[src/rtl/wdg_pkg.sv]
package wdg_pkg;
  typedef enum logic [2:0] {
    WS_CTRL  = 3'd0,
    WS_BARK  = 3'd1,
    WS_BITE  = 3'd2,
    WS_COUNT = 3'd3,
    WS_LOCK  = 3'd4,
    WS_INTR  = 3'd5
  } wsel_e;
endpackage

[src/rtl/wdg_cfg_regs.sv]
module wdg_cfg_regs
  import wdg_pkg::*;
#(
  parameter int CNT_W = 32
) (
  input  logic             clk_i,
  input  logic             rst_ni,
  input  logic             wr_en_i,
  input  wsel_e            wr_sel_i,
  input  logic [CNT_W-1:0] wr_data_i,
  output logic             enable_o,
  output logic [CNT_W-1:0] bark_thr_o,
  output logic [CNT_W-1:0] bite_thr_o,
  output logic             cfg_open_o
);
  localparam logic [CNT_W-1:0] THR_RST = {CNT_W{1'b1}};

  logic cfg_wr;
  logic lock_wr;

  assign cfg_wr  = wr_en_i && cfg_open_o;
  assign lock_wr = wr_en_i && (wr_sel_i == WS_LOCK) && !wr_data_i[0];

  always_ff @(posedge clk_i or negedge rst_ni) begin
    if (!rst_ni) begin
      enable_o   <= 1'b0;
      bark_thr_o <= THR_RST;
      bite_thr_o <= THR_RST;
      cfg_open_o <= 1'b1;
    end else begin
      if (cfg_wr && wr_sel_i == WS_CTRL) enable_o   <= wr_data_i[0];
      if (cfg_wr && wr_sel_i == WS_BARK) bark_thr_o <= wr_data_i;
      if (cfg_wr && wr_sel_i == WS_BITE) bite_thr_o <= wr_data_i;
      if (lock_wr)                       cfg_open_o <= 1'b0;
    end
  end
endmodule

[src/rtl/wdg_counter.sv]
module wdg_counter #(
  parameter int CNT_W    = 32,
  parameter bit SATURATE = 1'b1
) (
  input  logic             clk_i,
  input  logic             rst_ni,
  input  logic             tick_i,
  input  logic             load_i,
  input  logic [CNT_W-1:0] load_val_i,
  output logic [CNT_W-1:0] count_o
);
  localparam logic [CNT_W-1:0] CNT_TOP = {CNT_W{1'b1}};

  function automatic logic [CNT_W-1:0] bump_sat(input logic [CNT_W-1:0] c);
    return (c == CNT_TOP) ? c : c + CNT_W'(1);
  endfunction

  function automatic logic [CNT_W-1:0] bump_wrap(input logic [CNT_W-1:0] c);
    return c + CNT_W'(1);
  endfunction

  logic [CNT_W-1:0] inc_val;

  generate
    if (SATURATE) begin : g_sat
      assign inc_val = bump_sat(count_o);
    end else begin : g_wrap
      assign inc_val = bump_wrap(count_o);
    end
  endgenerate

  always_ff @(posedge clk_i or negedge rst_ni) begin
    if (!rst_ni)     count_o <= '0;
    else if (load_i) count_o <= load_val_i;
    else if (tick_i) count_o <= inc_val;
  end
endmodule

[src/rtl/wdg_events.sv]
module wdg_events #(
  parameter int CNT_W = 32
) (
  input  logic             clk_i,
  input  logic             rst_ni,
  input  logic             enable_i,
  input  logic [CNT_W-1:0] count_i,
  input  logic [CNT_W-1:0] bark_thr_i,
  input  logic [CNT_W-1:0] bite_thr_i,
  input  logic             intr_clr_i,
  input  logic             pet_i,
  output logic             bark_hit_o,
  output logic             bite_hit_o,
  output logic             bark_irq_o,
  output logic             bite_req_o
);
  function automatic logic reached(input logic [CNT_W-1:0] c, input logic [CNT_W-1:0] thr);
    return c >= thr;
  endfunction

  logic bark_q, bite_q;

  assign bark_hit_o = enable_i && reached(count_i, bark_thr_i);
  assign bite_hit_o = enable_i && reached(count_i, bite_thr_i);

  always_ff @(posedge clk_i or negedge rst_ni) begin
    if (!rst_ni) begin
      bark_q <= 1'b0;
      bite_q <= 1'b0;
    end else begin
      if (!enable_i || intr_clr_i) bark_q <= 1'b0;
      else if (bark_hit_o)         bark_q <= 1'b1;
      if (!enable_i || pet_i)      bite_q <= 1'b0;
      else if (bite_hit_o)         bite_q <= 1'b1;
    end
  end

  assign bark_irq_o = bark_q && enable_i;
  assign bite_req_o = bite_q && enable_i;
endmodule

[src/rtl/wdog_guard.sv]
module wdog_guard
  import wdg_pkg::*;
#(
  parameter int CNT_W = 32
) (
  input  logic             clk_i,
  input  logic             rst_ni,
  input  logic             run_en_i,
  input  logic             wr_en_i,
  input  logic [2:0]       wr_sel_i,
  input  logic [CNT_W-1:0] wr_data_i,
  output logic [CNT_W-1:0] count_o,
  output logic             bark_irq_o,
  output logic             bite_req_o,
  output logic             cfg_open_o
);
  wsel_e            sel_w;
  logic             enable_w;
  logic [CNT_W-1:0] bark_thr_w;
  logic [CNT_W-1:0] bite_thr_w;
  logic             tick_w;
  logic             pet_w;
  logic             intr_clr_w;
  logic             bark_hit_w;
  logic             bite_hit_w;

  assign sel_w      = wsel_e'(wr_sel_i);
  assign tick_w     = enable_w && run_en_i;
  assign pet_w      = wr_en_i && (sel_w == WS_COUNT);
  assign intr_clr_w = wr_en_i && (sel_w == WS_INTR) && wr_data_i[0];

  wdg_cfg_regs #(.CNT_W(CNT_W)) u_cfg (
    .clk_i      (clk_i),
    .rst_ni     (rst_ni),
    .wr_en_i    (wr_en_i),
    .wr_sel_i   (sel_w),
    .wr_data_i  (wr_data_i),
    .enable_o   (enable_w),
    .bark_thr_o (bark_thr_w),
    .bite_thr_o (bite_thr_w),
    .cfg_open_o (cfg_open_o)
  );

  wdg_counter #(.CNT_W(CNT_W), .SATURATE(1'b1)) u_cnt (
    .clk_i      (clk_i),
    .rst_ni     (rst_ni),
    .tick_i     (tick_w),
    .load_i     (pet_w),
    .load_val_i (wr_data_i),
    .count_o    (count_o)
  );

  wdg_events #(.CNT_W(CNT_W)) u_evt (
    .clk_i      (clk_i),
    .rst_ni     (rst_ni),
    .enable_i   (enable_w),
    .count_i    (count_o),
    .bark_thr_i (bark_thr_w),
    .bite_thr_i (bite_thr_w),
    .intr_clr_i (intr_clr_w),
    .pet_i      (pet_w),
    .bark_hit_o (bark_hit_w),
    .bite_hit_o (bite_hit_w),
    .bark_irq_o (bark_irq_o),
    .bite_req_o (bite_req_o)
  );
endmodule

[config.mk]
export PLATFORM = sky130hd
export DESIGN_NAME = wdog_guard
export DESIGN_NICKNAME = d
export VERILOG_FILES = /design/src/rtl/wdg_pkg.sv /design/src/rtl/wdg_cfg_regs.sv /design/src/rtl/wdg_counter.sv /design/src/rtl/wdg_events.sv /design/src/rtl/wdog_guard.sv
export SDC_FILE = /design/constraint.sdc
export NUM_CORES = 1
export LEC_CHECK = 0
export BUFFER_PORTS_ARGS = -buffer_cell sky130_fd_sc_hd__buf_4
export CORE_MARGIN = 4
export CORE_UTILIZATION = 60
export DETAILED_ROUTE_END_ITERATION = 8
export PLACE_DENSITY = 0.82
export SETUP_SLACK_MARGIN = 0.1
export SLEW_MARGIN = 20
export SYNTH_ARGS = -nofsm -noshare
export SYNTH_HDL_FRONTEND = slang
export SYNTH_SLANG_ARGS = --single-unit
[constraint.sdc]
create_clock -name clk_i -period 3.23 [get_ports clk_i]
set_input_delay 0.323 -clock clk_i [delete_from_list [all_inputs] [get_ports clk_i]]
set_output_delay 0.323 -clock clk_i [all_outputs]
set_load 0.05 [all_outputs]
==> flow_summary.json, run 1 <==
{
  "power_leakage_uw": 0.00352,
  "die-area_mm2": 0.0116,
  "cts_buffer_depth": 2,
  "status": "completed",
  "pwr-share-clk": 0.259,
  "floorplan.initialDensity": 0.615,
  "reg2reg_depth": 6,
  "routedWlPerCell_um": 16.2,
  "ys_ff_latch": 100,
  "syn_area_mm2": 0.00599,
  "total_power_uw": 3060,
  "dpl.hpwl_um": 10400,
  "synth-main-ff-cell": "dfstp_2",
  "critPathMaxStageDelay_ns": 0.78,
  "boundaryPins": 74,
  "pwr-share-comb": 0.252,
  "grt_start_max_net_pins": 73,
  "gp_congestion": 0.902,
  "path_max_fanout": 7,
  "viasPerCell": 5.68,
  "fin_crit_sh": 0.710,
  "min_period_ns": 2.29,
  "fp.dieW_um": 108,
  "finalWirelength_um": 13900,
  "first_pass_iters": 5,
  "min_path_type": "input port to async pin",
  "cts.sinks": 100,
  "rsz0062_at_grt": "no",
  "synth_cell_types": 47,
  "cts_made_buffers": 9,
  "postRouteAntennaNets": 0,
  "worst-setup-path-type": "flop to flop",
  "clk_latency_ns": 0.38,
  "cp.arrival_ns": 2.55,
  "synth_edf_count": 0,
  "grt_overflow": 0,
  "path_clk_slew_ns": 0.11,
  "die_h_um": 108,
  "drtIter0Drc": 234,
  "swShare": 0.367,
  "drv_slew": 0,
  "critical_path.reg2reg.startpoint": "u_cnt.count_o[20]$_DFFE_PN0P_",
  "slew_headroom": 0.407,
  "cts-root-buf": "clkbuf_8",
  "worstPathCellList": "and3_1 -> nand3_1 -> o31ai_1 -> nor2_1 -> xnor2_1 -> o21ai_0",
  "cp_slowest_cell": "o31ai_1",
  "cts_setup_buffers": 0,
  "seqPwrFrac": 0.489,
  "fp-row-count": 36,
  "port_buffers": 73,
  "syn_nets": 756,
  "ir_drop_mv": 0.282,
  "drc": 0,
  "p_int_uw": 1940,
  "p_sw_uw": 1120,
  "antenna_found_initial": 0,
  "cts_tree": "built",
  "yosysSeqAreaShare": 0.432,
  "grt_pass1_wl_um": 23500,
  "grt_usage": 0.256,
  "critPathLaunchType": "flop",
  "reg2reg_to": "u_cnt.count_o[16]$_DFFE_PN0P_",
  "num-nets-final": 825,
  "synth_area_leader_cell": "dfstp_2",
  "yosys_warnings": 0,
  "setup_violations": 0,
  "async_flop_share": 1.00,
  "maxCapViolations": 0,
  "avgSynthCellArea_um2": 9.18,
  "drive_gt1_frac": 0.241,
  "synthCells": 652,
  "worst_pin_slew_ns": 0.889,
  "synth_top_area_frac": 0.285,
  "hold_violations": 0,
  "grt_pass1_vias": 5014,
  "cp-startpoint": "u_cnt.count_o[20]$_DFFE_PN0P_",
  "holdBufCountCts": 0,
  "core_mm2": 0.00973,
  "end_kind": "flop",
  "areaGrowthSynthToFinish_pct": 14.6,
  "fmax_mhz": 436,
  "ctsResizeCount": 0,
  "worst-r2r-setup-slack_ns": 0.94,
  "via_count": 4879,
  "num_antenna_cells": 0,
  "p_per_area_mw_per_mm2": 446,
  "endpoint": "u_cnt.count_o[16]$_DFFE_PN0P_",
  "cp.required_ns": 3.48,
  "htreeDepth": 3,
  "finalClockSkew_ns": 0.0149,
  "tns_ns": 0,
  "synth_area_leaders": "dfstp_2 (29%), dfrtp_1 (15%), ha_1 (14%)"
}
==> cells in the mapped netlist, types with 2 or more instances <==
library cell	n
nand2b_1	5
xnor2_1	28
o41a_1	2
nor3_1	15
ha_1	65
dfrtp_1	35
and3_1	7
and2_1	4
o21ai_0	92
a21o_1	15
a2111oi_0	2
a21oi_1	17
nor4_1	5
mux2_2	3
buf_6	2
or2_2	2
inv_1	69
mux2i_1	3
and4_1	5
a211oi_1	3
nand3_1	16
nor2_1	10
a31oi_1	2
clkbuf_1	19
nor2b_1	4
and4bb_2	2
nand4_1	14
dfstp_2	65
nand2_1	115
o21ai_1	9
==> cell usage in the layout, fill, tap and decap left out, drive strengths merged, types with 10 or more instances in the layout <==
cell type / count
nand2: 115
o21ai: 101
buf: 79
inv: 71
ha: 65
dfstp: 65
dfrtp: 35
xnor2: 28
a21oi: 17
nand3: 16
nor3: 16
nand4: 16
a21o: 15
clkbuf: 11
nor2: 10
==> flip-flops by register name, indices dropped and copies added, names as in the netlist <==
register          count
u_cfg.bark_thr_o     32
u_cfg.bite_thr_o     32
u_cnt.count_o        32
u_cfg.cfg_open_o      1
u_cfg.enable_o        1
u_evt.bark_q          1
u_evt.bite_q          1
==> metrics by stage <==
stage | setup slack (ns) | std cells | hold slack, ns | util | instance area, um2
after global placement | 1.04 | 843 | 0.461 | 0.685 | 6670
after global routing | 0.731 | 859 | 0.133 | 0.705 | 6860
after CTS | 0.982 | 859 | 0.0821 | 0.705 | 6860
final | 0.935 | 859 | 0.0668 | 0.705 | 6860
after floorplan | 0.888 | 652 | 0.0274 | - | 5990
after detailed placement | 0.992 | 843 | 0.473 | 0.685 | 6670
==> how the worst min path moves through the flow <==
stage / from / to / slack [ns] / depth (start not counted)
after floorplan: rst_ni / u_cfg.enable_o$_DFFE_PN0P_ / 0.03 / 0
after global placement: u_cfg.cfg_open_o$_DFFE_PN1P_ / u_cfg.cfg_open_o$_DFFE_PN1P_ / 0.46 / 1
after detailed placement: u_cfg.cfg_open_o$_DFFE_PN1P_ / u_cfg.cfg_open_o$_DFFE_PN1P_ / 0.47 / 1
after CTS: rst_ni / u_cnt.count_o[18]$_DFFE_PN0P_ / 0.08 / 1
after global routing: rst_ni / u_cnt.count_o[18]$_DFFE_PN0P_ / 0.13 / 1
final: rst_ni / u_cnt.count_o[30]$_DFFE_PN0P_ / 0.07 / 1
==> kinds of logic after synthesis <==
logic type	Yosys count	synth area share
AO/OA/AOI/OAI	149	0.140
AND/OR/NAND/NOR	213	0.180
multiplexers	6	0.0107
buffers and inverters	90	0.0589
XOR/XNOR	29	0.0424
adder cells (fa/ha/maj)	65	0.136
flip-flops	100	0.432
==> critical path, delay by kind of cell, from the launching register on <==
kind	cells	cell delay, ns
AOI/OAI and AO/OA	2	0.87
xor gates and xnor gates	1	0.18
DFF	1	0.48
and+or+nand+nor	3	0.65
==> routing by layer <==
metal  part of all wire  track usage
met5                  0            0
met4              0.041        0.124
met3              0.044       0.0462
met2               0.49        0.429
met1               0.42        0.319
==> power groups by stage <==
stage,clock [uW],sequential [uW],combinational (uW)
after floorplan,0,1740,227
after global placement,0,1500,749
after detailed placement,0,1510,771
after CTS,815,1490,776
after global routing,861,1510,835
final,793,1500,771
==> layout make-up <==
cell class                 instances  area (um2)
inverter                          69         259
clock buffer                      11         153
sequential                       100        2580
tap                              133         166
clock inverter                     5        42.5
multi-input combinational        462        3060
timing repair buffer              79         593
fill                             754        2870
Note: power is estimated with default switching activity, not from simulation.
==> run 2: changes to the inputs <==
Settings changed: CORE_UTILIZATION 60 to 53, PLACE_DENSITY 0.82 to 0.77.
Clock period 3.23 ns to 2.1 ns, I/O delays scaled along.
==> flow_summary.json, run 2 (synthesis results as in run 1) <==
{
  "port_buffers": 73,
  "cts_buffer_depth": 2,
  "worstPathCellList": "inv_1 -> ha_1 -> a21o_1 -> a21o_1 -> a2111oi_4 -> a2bb2oi_2 -> nand2_1",
  "min_period_ns": 1.94,
  "finalClockSkew_ns": 0.00840,
  "finalWirelength_um": 15200,
  "fp-row-count": 38,
  "ir_drop_mv": 0.562,
  "placed_area_mm2": 0.00692,
  "cpMostUsedCell": "a21o_1",
  "reg2reg_depth": 7,
  "hp-start": "wr_data_i[28]",
  "reg2reg_to": "u_evt.bite_q$_DFFE_PN0P_",
  "drive_gt1_frac": 0.347,
  "drtIter0Drc": 269,
  "status": "completed",
  "antenna_found_initial": 0,
  "num-nets-final": 863,
  "cp.required_ns": 2.35,
  "dpl.hpwl_um": 10900,
  "layout_commonest_cell": "nand2_1",
  "slew_headroom": 0.708,
  "die_h_um": 114,
  "end_kind": "flop",
  "first_pass_iters": 5,
  "total_power_uw": 5680,
  "cts_made_buffers": 9,
  "holdPathEnd": "u_cnt.count_o[28]$_DFFE_PN0P_",
  "path_max_fanout": 2,
  "fin_crit_sh": 0.924,
  "setup_violations": 0,
  "path_clk_slew_ns": 0.07,
  "final_util": 0.690,
  "clk_latency_ns": 0.36,
  "hold_violations": 0,
  "rsz0062_at_grt": "yes",
  "grt_start_max_net_pins": 65,
  "power_leakage_uw": 0.00379,
  "htreeDepth": 3,
  "num_antenna_cells": 0,
  "grt_usage": 0.234,
  "cp.arrival_ns": 2.19,
  "routedWlPerCell_um": 16.8,
  "areaGrowthSynthToFinish_pct": 26.0,
  "cts.sinks": 100,
  "critPathMaxStageDelay_ns": 0.52,
  "cts-root-buf": "clkbuf_16",
  "grt_overflow": 0,
  "top_regs": "u_cfg.bark_thr_o: 32 flops, u_cfg.bite_thr_o: 32 flops, u_cnt.count_o: 32 flops",
  "postRouteAntennaNets": 0,
  "grt_pass1_vias": 4995,
  "p_per_area_mw_per_mm2": 753,
  "hold-worst-slack_ns": 0.0748,
  "gp_congestion": 0.865,
  "worst-setup-path-type": "flop to flop",
  "holdPathStages": 3,
  "cts_tree": "built",
  "fp.dieW_um": 114,
  "viasPerCell": 5.64,
  "maxCapViolations": 0,
  "critical_path.reg2reg.startpoint": "u_cfg.bite_thr_o[29]$_DFFE_PN1P_",
  "die-area_mm2": 0.0131,
  "worst-r2r-setup-slack_ns": 0.16,
  "drc": 0,
  "critPathLaunchType": "flop",
  "grt_pass1_wl_um": 24100,
  "min_path_type": "input port to flop",
  "fmax_mhz": 516,
  "worst_pin_slew_ns": 0.438,
  "boundaryPins": 74,
  "layout.cells.most_common_list": "nand2_1 (115), buf_4 (112), o21ai_0 (78)",
  "cp_slowest_cell": "dfstp_2",
  "floorplan.initialDensity": 0.547,
  "drv_slew": 0,
  "via_count": 5103,
  "core_mm2": 0.0109,
  "stdcell_area_mm2": 0.00754
}
[run 2: changes by cell type in the layout (fill, tap and decap cells not counted), moves of 7 or more]
cell and change:
buf_4 +33, o21ai_1 +14, clkbuf_8 -7, dfrtp_2 +29
dfrtp_1 -29, clkbuf_16 +8, o21ai_0 -14
[run 2: final cells by class]
type | count | area, um2
Clock buffer | 12 | 256
Tap cell | 140 | 175
Inverter | 69 | 259
Timing Repair Buffer | 117 | 907
Multi-Input combinational cell | 462 | 3230
Sequential cell | 100 | 2620
Clock inverter | 4 | 95.1
Fill cell | 862 | 3390
[run 2: repair_timing]
item / CTS / global route
hold buffers: 1 / 0
cloned: 0 / 1
setup buffers: 0 / 12
pin swaps: 1 / 9
hold endpoints to repair: 12 / 0
endpoints found under the setup margin: 5 / 11
resized for setup: 5 / 29
[run 2: worst max path at each step]
| stage | to | depth (start not counted) | start |
|---|---|---|---|
| floorplan | u_cnt.count_o[29]$_DFFE_PN0P_ | 6 | u_cnt.count_o[11]$_DFFE_PN0P_ |
| global placement | u_evt.bark_q$_DFFE_PN0P_ | 8 | u_cfg.bark_thr_o[21]$_DFFE_PN1P_ |
| detailed placement | u_evt.bite_q$_DFFE_PN0P_ | 7 | u_cfg.bite_thr_o[29]$_DFFE_PN1P_ |
| CTS | u_evt.bark_q$_DFFE_PN0P_ | 8 | u_cfg.bark_thr_o[29]$_DFFE_PN1P_ |
| global route | u_evt.bark_q$_DFFE_PN0P_ | 8 | u_cfg.bark_thr_o[29]$_DFFE_PN1P_ |
| finish | u_evt.bite_q$_DFFE_PN0P_ | 7 | u_cfg.bite_thr_o[29]$_DFFE_PN1P_ |
[run 2: layer usage]
metal	global-route usage	part of all wire	wire length (um)	vias up
li1	-	-	-	2451
met1	0.299	0.43	6600	2502
met2	0.399	0.50	7590	129
met3	0.0344	0.045	690	21
met4	0.0934	0.020	298	0
met5	0	0	0	-
[run 2: worst max-delay path, delay by kind of cell (launching register included)]
| family | cells | cell delay (ns) |
|---|---|---|
| DFF | 1 | 0.52 |
| and+or+nand+nor | 1 | 0.06 |
| AOI/OAI and AO/OA | 4 | 0.92 |
| adders and majority gates | 1 | 0.29 |
| buffers and inverters | 1 | 0.05 |
[run 2: per-stage QoR]
| stage | setup slack, ns | setup TNS [ns] | instances |
|---|---|---|---|
| floorplan | -0.0382 | -0.107 | 652 |
| global placement | 0.116 | 0 | 874 |
| detailed placement | 0.0453 | 0 | 874 |
| CTS | 0.105 | 0 | 891 |
| global route | 0.0467 | 0 | 904 |
| finish | 0.161 | 0 | 904 |
[run 2: power by group]
group          leakage [uW]  switching (uW)  internal (uW)
clock network      0.000173             726           1230
registers           0.00109             180           2070
logic               0.00252             917            557
total               0.00379            1820           3850
==> run 3: changes to the inputs <==
Settings changed: BUFFER_PORTS_ARGS -buffer_cell sky130_fd_sc_hd__buf_4 to default, CORE_UTILIZATION 53 to 58, DONT_BUFFER_PORTS from default to 1, PLACE_DENSITY 0.77 to 0.76.
==> flow_summary.json, run 3 (synthesis results as in run 1) <==
{
  "maxCapViolations": 0,
  "via_count": 4984,
  "die-area_mm2": 0.0120,
  "fp-row-count": 36,
  "holdBufCountCts": 34,
  "cp.required_ns": 2.38,
  "drv_slew": 0,
  "fin_ws_ns": 0.114,
  "layout.cells.most_common_list": "nand2_1 (115), o21ai_0 (79), inv_1 (69)",
  "hold_violations": 100,
  "end_kind": "flop",
  "finalClockSkew_ns": 0.0113,
  "setup_violations": 0,
  "port_buffers": 0,
  "cp.arrival_ns": 2.27,
  "cts_made_buffers": 9,
  "layout_commonest_cell": "nand2_1",
  "violations": "hold timing",
  "cp-startpoint": "u_cfg.bite_thr_o[29]$_DFFE_PN1P_",
  "die_h_um": 110,
  "slew_headroom": 0.639,
  "floorplan.initialDensity": 0.604,
  "dpl.hpwl_um": 10600,
  "cts-root-buf": "clkbuf_8",
  "grt_pass1_vias": 5111,
  "worst_pin_slew_ns": 0.545,
  "min_period_ns": 1.99,
  "status": "complete, but fails checks",
  "top_regs": "u_cfg.bark_thr_o: 32 flops, u_cfg.bite_thr_o: 32 flops, u_cnt.count_o: 32 flops",
  "grt_usage": 0.262,
  "critical_path.reg2reg.startpoint": "u_cfg.bite_thr_o[29]$_DFFE_PN1P_",
  "grt_pass1_wl_um": 24600,
  "core_mm2": 0.00991,
  "tns_ns": 0,
  "clk_latency_ns": 0.38,
  "critPathLaunchType": "flop",
  "cts.sinks": 100,
  "num-nets-final": 833,
  "fin_cells": 867,
  "gp_congestion": 0.830,
  "cts_buffer_depth": 2,
  "grt_start_max_net_pins": 101,
  "boundaryPins": 74,
  "worst-r2r-setup-slack_ns": 0.11,
  "ir_drop_mv": 0.396,
  "rsz0062_at_grt": "yes",
  "first_pass_iters": 6,
  "drtIter0Drc": 422,
  "hold-worst-slack_ns": -0.484,
  "antenna_found_initial": 0,
  "finalWirelength_um": 15100,
  "htreeDepth": 3,
  "place_ws_ns": 0.0197,
  "viasPerCell": 5.75,
  "routedWlPerCell_um": 17.4,
  "worst-setup-path-type": "flop to flop",
  "fmax_mhz": 504,
  "path_max_fanout": 2,
  "dp.cells": 812,
  "grt_overflow": 0,
  "p_per_area_mw_per_mm2": 690,
  "path_clk_slew_ns": 0.10,
  "final_util": 0.737,
  "fin_crit_sh": 0.946,
  "num_antenna_cells": 0,
  "reg2reg_depth": 7,
  "areaGrowthSynthToFinish_pct": 22.0,
  "min_path_type": "input port to async pin",
  "drc": 0,
  "postRouteAntennaNets": 0,
  "fp.dieW_um": 110,
  "drive_gt1_frac": 0.278,
  "power_leakage_uw": 0.00356,
  "cts_tree": "built"
}
-- run 3: cell types whose count changed in the layout (fill, tap and decap cells not counted), moves of 2 or more --
cell,previous run,this run
clkbuf_16,9,0
and4_1,1,3
and4_4,4,2
buf_4,112,50
dlygate4sd3_1,1,34
o21ai_1,23,21
clkinvlp_4,0,2
nor4_4,2,4
nor4_1,2,0
clkbuf_8,2,9
-- run 3: path summary, 6_finish.rpt --
| kind | end |
|---|---|
| setup / recovery | u_evt.bite_q$_DFFE_PN0P_ |
| min in group clk_i | u_cfg.cfg_open_o$_DFFE_PN1P_ |
| hold reg to reg | u_cfg.bite_thr_o[4]$_DFFE_PN1P_ |
| max in group asynchronous | u_cfg.bite_thr_o[0]$_DFFE_PN1P_ |
| hold / removal | u_cnt.count_o[27]$_DFFE_PN0P_ |
| setup reg to reg | u_evt.bite_q$_DFFE_PN0P_ |
-- run 3: power by group --
| group | switching, uW | internal (uW) | total, uW |
|---|---|---|---|
| registers | 147 | 2070 | 2210 |
| logic | 879 | 457 | 1340 |
| clock network | 701 | 787 | 1490 |
-- run 3: worst max-delay path, stage by stage, from the launching register on --
cell and delay (ns):
dfstp_2 0.53, inv_1 0.04, ha_1 0.30, a21o_1 0.18, a21o_1 0.17, a2111oi_2 0.42, a2bb2oi_2 0.18, nand2_1 0.06
-- run 3: routing by layer --
layer,share of wire,GRT usage,wire [um]
met1,0.42,0.329,6360
met2,0.50,0.456,7530
met3,0.063,0.0505,949
met4,0.018,0.0793,276
met5,0,0,0
-- run 3: what timing repair did --
item | CTS | global route
endpoints found under the hold margin | 198 | 100
buffers inserted | 0 | 5
gates resized for setup | 6 | 29
endpoints found under the setup margin | 5 | 19
pin swaps | 1 | 7
-- run 3: final cells by class --
type                    count  area (um2)
clock buffers               9         124
clock inverters             7         115
fillers                   720        2610
inverters                  69         259
multi-input cells         462        3250
flip-flops and latches    100        2620
well taps                 133         166
repair buffers             87         767
-- run 3: per-stage QoR --
stage | cell area [um2] | power (uW)
4_1_cts | 7100 | 4990
6_report | 7300 | 5040
2_1_floorplan | 6030 | 3050
5_1_grt | 7300 | 5230
3_5_place_dp | 6500 | 3440
3_3_place_gp | 6500 | 3400
